[config.mk]
export PLATFORM = sky130hd
export DESIGN_NAME = ilr_resolver
export DESIGN_NICKNAME = d
export VERILOG_FILES = /design/src/rtl/ilr_pkg.sv /design/src/rtl/ilr_prio_enc.sv /design/src/rtl/ilr_merge.sv /design/src/rtl/ilr_gate.sv /design/src/rtl/ilr_resolver.sv
export SDC_FILE = /design/constraint.sdc
export NUM_CORES = 1
export LEC_CHECK = 0
export ABC_AREA = 1
export BUFFER_PORTS_ARGS = -buffer_cell sky130_fd_sc_hd__buf_2
export CORE_MARGIN = 1
export CORE_UTILIZATION = 49
export DETAILED_ROUTE_END_ITERATION = 8
export GPL_ROUTABILITY_DRIVEN = 0
export PLACE_DENSITY_LB_ADDON = 0.1
export SYNTH_ARGS = -nofsm -noshare
export SYNTH_HDL_FRONTEND = slang
export SYNTH_HIERARCHICAL = 1
export SYNTH_SLANG_ARGS = --single-unit
[constraint.sdc]
create_clock -name clk_i -period 1.78 [get_ports clk_i]
set_clock_uncertainty 0.15 [all_clocks]
set_input_delay 0.178 -clock clk_i [delete_from_list [all_inputs] [get_ports clk_i]]
set_output_delay 0.178 -clock clk_i [all_outputs]
set_load 0.1 [all_outputs]
[src/rtl/ilr_pkg.sv]
package ilr_pkg;
  localparam int unsigned VEC_W  = 32;
  localparam int unsigned LVL_W  = 5;
  localparam int unsigned SW_LO  = 4;
  localparam int unsigned SW_HI  = 18;
  localparam int unsigned EXT_LO = 20;
  localparam int unsigned EXT_HI = 31;

  function automatic logic [VEC_W-1:0] range_mask(int unsigned lo, int unsigned hi);
    logic [VEC_W-1:0] m;
    m = '0;
    for (int unsigned i = 0; i < VEC_W; i++) begin
      if (i >= lo && i <= hi) m[i] = 1'b1;
    end
    return m;
  endfunction
endpackage

[src/rtl/ilr_prio_enc.sv]
// Highest set bit within [LO..HI] -> level (i - LO + BASE)
module ilr_prio_enc #(
  parameter int unsigned VEC_W = 32,
  parameter int unsigned LVL_W = 5,
  parameter int unsigned LO    = 4,
  parameter int unsigned HI    = 18,
  parameter int unsigned BASE  = 1
) (
  input  logic [VEC_W-1:0] req_i,
  output logic             hit_o,
  output logic [LVL_W-1:0] lvl_o,
  output logic [VEC_W-1:0] pend_o
);
  localparam logic [VEC_W-1:0] MASK = ilr_pkg::range_mask(LO, HI);

  assign pend_o = req_i & MASK;

  always_comb begin
    hit_o = 1'b0;
    lvl_o = '0;
    for (int unsigned i = 0; i < VEC_W; i++) begin
      if (req_i[i] && (i >= LO) && (i <= HI)) begin
        hit_o = 1'b1;
        lvl_o = LVL_W'(i - LO + BASE);
      end
    end
  end
endmodule

[src/rtl/ilr_merge.sv]
// External group always outranks software group
module ilr_merge #(
  parameter int unsigned VEC_W = 32,
  parameter int unsigned LVL_W = 5
) (
  input  logic             sw_hit_i,
  input  logic [LVL_W-1:0] sw_lvl_i,
  input  logic [VEC_W-1:0] sw_pend_i,
  input  logic             ext_hit_i,
  input  logic [LVL_W-1:0] ext_lvl_i,
  input  logic [VEC_W-1:0] ext_pend_i,
  output logic [LVL_W-1:0] lvl_o,
  output logic [VEC_W-1:0] summary_o
);
  always_comb begin
    if (ext_hit_i)     lvl_o = ext_lvl_i;
    else if (sw_hit_i) lvl_o = sw_lvl_i;
    else               lvl_o = '0;
  end

  assign summary_o = sw_pend_i | ext_pend_i;
endmodule

[src/rtl/ilr_gate.sv]
module ilr_gate #(
  parameter int unsigned LVL_W = 5
) (
  input  logic             armed_i,
  input  logic [LVL_W-1:0] lvl_i,
  input  logic [LVL_W-1:0] ipl_i,
  output logic             fire_o
);
  assign fire_o = armed_i && (lvl_i != '0) && (lvl_i > ipl_i);
endmodule

[src/rtl/ilr_resolver.sv]
module ilr_resolver #(
  parameter int unsigned VEC_W  = ilr_pkg::VEC_W,
  parameter int unsigned LVL_W  = ilr_pkg::LVL_W,
  parameter int unsigned SW_LO  = ilr_pkg::SW_LO,
  parameter int unsigned SW_HI  = ilr_pkg::SW_HI,
  parameter int unsigned EXT_LO = ilr_pkg::EXT_LO,
  parameter int unsigned EXT_HI = ilr_pkg::EXT_HI
) (
  input  logic             clk_i,
  input  logic             rst_ni,
  input  logic [VEC_W-1:0] sw_req_i,
  input  logic [VEC_W-1:0] ext_irq_i,
  input  logic [LVL_W-1:0] ipl_i,
  input  logic             check_i,
  output logic             trap_o,
  output logic [VEC_W-1:0] summary_o,
  output logic [LVL_W-1:0] intid_o
);
  logic             sw_hit, ext_hit, armed_q, fire;
  logic [LVL_W-1:0] sw_lvl, ext_lvl, lvl;
  logic [VEC_W-1:0] sw_pend, ext_pend, summary;

  ilr_prio_enc #(.VEC_W(VEC_W), .LVL_W(LVL_W), .LO(SW_LO), .HI(SW_HI), .BASE(1)) u_sw_enc (
    .req_i(sw_req_i), .hit_o(sw_hit), .lvl_o(sw_lvl), .pend_o(sw_pend)
  );

  ilr_prio_enc #(.VEC_W(VEC_W), .LVL_W(LVL_W), .LO(EXT_LO), .HI(EXT_HI), .BASE(EXT_LO)) u_ext_enc (
    .req_i(ext_irq_i), .hit_o(ext_hit), .lvl_o(ext_lvl), .pend_o(ext_pend)
  );

  ilr_merge #(.VEC_W(VEC_W), .LVL_W(LVL_W)) u_merge (
    .sw_hit_i(sw_hit), .sw_lvl_i(sw_lvl), .sw_pend_i(sw_pend),
    .ext_hit_i(ext_hit), .ext_lvl_i(ext_lvl), .ext_pend_i(ext_pend),
    .lvl_o(lvl), .summary_o(summary)
  );

  ilr_gate #(.LVL_W(LVL_W)) u_gate (
    .armed_i(armed_q), .lvl_i(lvl), .ipl_i(ipl_i), .fire_o(fire)
  );

  // one evaluation armed out of reset, then one per strobe
  always_ff @(posedge clk_i or negedge rst_ni) begin
    if (!rst_ni) armed_q <= 1'b1;
    else         armed_q <= check_i;
  end

  always_ff @(posedge clk_i or negedge rst_ni) begin
    if (!rst_ni) begin
      trap_o    <= 1'b0;
      summary_o <= '0;
      intid_o   <= '0;
    end else begin
      trap_o <= fire;
      if (fire) begin
        summary_o <= summary;
        intid_o   <= lvl;
      end
    end
  end
endmodule

==> results_dict.tcl <==
set metrics [dict create \
    status "finished with violations" \
    violations "setup timing" \
    slew_headroom 0.661 \
    setup_tns_ns -13.12 \
    fin_ws_ns -0.370 \
    htree_levels 2 \
    dieArea_um2 5890 \
    grt_pass1_vias 2228 \
    slowest_stage "ha_4" \
    cts.path.max_buffers 2 \
    power.density_nw_per_um2 982 \
    portBuffers 72 \
    cts_tree "done" \
    hold_slack_ns 0.0186 \
    worst_slew_pin_slew_ns 0.508 \
    ys_warn_count 6 \
    cts_buffers 5 \
    vias_per_cell 4.17 \
    grt_first_pass_wirelength_um 9920 \
    path_cells "buf_8 -> nor2_4 -> nand3_2 -> nor4_2 -> nand4_1 -> nand3_2 -> nand2_2 -> ha_4 -> nand2_4 -> nor3_4 -> nor2_2 -> nor2_4 -> inv_4 -> buf_8 -> nand2_1 -> nand2_1" \
    finalPower_mw 3.42 \
    busiest_layer "met2" \
    cts_num_sinks 39 \
    core_area_um2 5240 \
    fin_crit_sh 1.21 \
    rsz0062_at_grt "true" \
    syn_area_um2 2740 \
    path_buf_inv 3 \
    crit_fanout 12 \
    start_kind "input pin" \
    routedWlPerCell_um 10.2 \
    die_h_um 76.8 \
    grt-ovfl-total 0 \
    ys_types 22 \
    endpoint_kind "flop" \
    die_w_um 76.8 \
    avgSynthCellArea_um2 7.11 \
    n_fill_cell 465 \
    ys_seq_area_frac 0.357 \
    drt_wl_total_um 5530 \
    synth_seq_cells 39 \
    grt_use_met2 0.366 \
    grt_use_met1 0.258 \
    slowest_delay_ns 0.28 \
    p_leak_nw 2.01 \
    drv_cap 0 \
    first_pass_iters 4 \
    drt_iter0_drc 105 \
    finalSetupViolCount 38 \
    ioPinCount 110 \
    drc 0 \
    synth_cells 385 \
    drv_slew 0 \
    nNetsFinal 550 \
    post_layout_nonfiller_instances 544 \
    vias 2270 \
    grt_max_degree 21 \
    drive_above_1_share 0.439 \
    dp_hpwl_um 4060 \
    ir_worst_vdd_mv 0.665 \
    ctsRootBufferMaster "clkbuf_8" \
    timing.final.hold_violations 0 \
    ant_nets 0 \
    fmax_mhz 465 \
    cp.required_ns 1.81 \
    globalRouteTotalUtil 0.212 \
    hold_class "input pin to flop" \
    num_rows 26 \
    crit_type "input pin to flop" \
    path_clk_slew_ns 0.08 \
    start_util 0.523 \
    arrival_ns 2.18 \
    place_inst 527 \
    area_delta_synth_final_pct 27.3 \
    antenna_found_initial 0 \
    period_needed_ns 2.15 \
    insertion_delay_ns 0.29 \
    n_antenna_cell 0 \
    grt_util_met3 0.0452 \
    cp_top_family "simple AND/OR/NAND/NOR gates" \
]
[worst reg2reg max path, cell delays in order (launching register included)]
cell and delay, ns:
dfstp_2 0.55, nand3_2 0.09, nor2_4 0.16, inv_4 0.08, buf_8 0.15, nand2_1 0.06
nand2_1 0.05
[registers in the layout, indices dropped and copies added (netlist names)]
signal     count
summary_o     32
intid_o        5
armed_q        1
trap_o         1
[cell usage after synthesis]
cell type	instances	area [um2]
nor4_1	2	12.5
nor2_2	1	6.26
conb_1	2	7.51
a21oi_1	1	5.00
nor3_2	1	10.0
dfrtp_1	38	951
nand4_1	1	6.26
buf_4	69	518
nand2_2	1	6.26
o21ai_1	1	5.00
or2_2	32	200
clkinv_1	1	3.75
inv_1	25	93.8
nand3_1	15	75.1
nor4_2	1	12.5
buf_6	4	45.0
nor3_1	1	5.00
nor2_1	10	37.5
dfstp_2	1	26.3
nand2_1	162	608
inv_2	11	41.3
ha_1	5	62.6
[layout make-up]
class                   count  area, um2  share of cell area
clock inverters             3       20.0             0.00574
well taps                  70       87.6              0.0251
multi-input cells         272       1400               0.401
inverters                  37        144              0.0413
flip-flops and latches     39        977               0.280
clock buffers               5       68.8              0.0197
repair buffers            118        791               0.227
[power by group]
group	internal, mW	switching [mW]	total (mW)
registers	1.03	0.0789	1.10
logic	0.338	1.36	1.70
clock network	0.273	0.344	0.617
[stage by stage]
| step | instance area, um2 | setup WS [ns] | utilization |
|---|---|---|---|
| global route | 3490 | -0.555 | 0.666 |
| finish | 3490 | -0.370 | 0.666 |
| floorplan | 2960 | -0.456 | - |
| global placement | 3120 | -0.679 | 0.596 |
| CTS | 3430 | -0.307 | 0.654 |
| detailed placement | 3120 | -0.777 | 0.596 |
[worst paths after layout]
path / startpoint / to / slack, ns / cells after the start
min in group asynchronous: rst_ni / summary_o[1] / 0.23 / 2
max in group asynchronous: rst_ni / armed_q / 0.68 / 3
setup reg to reg: armed_q / summary_o[28] / 0.38 / 6
hold / removal: sw_req_i[6] / summary_o[6] / 0.02 / 4
hold reg to reg: summary_o[24] / summary_o[24] / 0.32 / 2
setup / recovery: sw_req_i[7] / summary_o[28] / -0.37 / 16
[routing by layer]
| layer | wire, um | up-vias |
|---|---|---|
| met5 | 0 | - |
| met4 | 73 | 0 |
| met3 | 225 | 6 |
| met2 | 2750 | 50 |
| met1 | 2480 | 993 |
| li1 | - | 1221 |
[placed cells by master, fill, tap and decap left out, types with 2 or more instances in the layout]
cell type	synthesis	layout
nand2_1	162	144
buf_2	0	66
dfrtp_1	38	38
buf_4	69	38
conb_1	2	38
or2_2	32	32
inv_1	25	22
nand2_2	1	17
inv_2	11	12
nand3_1	15	9
buf_6	4	8
nor2_1	10	8
clkbuf_8	0	5
nand3_2	0	5
ha_4	0	5
buf_8	0	3
inv_4	0	2
nand2_4	0	2
clkinvlp_4	0	2
dlygate4sd3_1	0	2
nor3_4	0	2
nor2_4	0	2
[logic make-up (layout without fill, tap and decap cells)]
kind of cell	Yosys count	in the layout	share of synthesized area
AO/OA/AOI/OAI	2	2	0.00365
adder cells (fa/ha/maj)	5	5	0.0228
buffers and inverters	110	163	0.256
flip-flops	39	39	0.357
other	2	38	0.00274
AND/OR/NAND/NOR	227	227	0.358
[repair_timing]
item | in CTS | in global routing
endpoints found under the setup margin | 38 | 38
setup buffers | 5 | 2
pin swaps | 7 | 3
hold buffers | 2 | 0
endpoints found under the hold margin | 20 | 0
gates cloned | 1 | 0
resized for setup | 40 | 12
No activity file was read; power rests on OpenSTA's default activity.
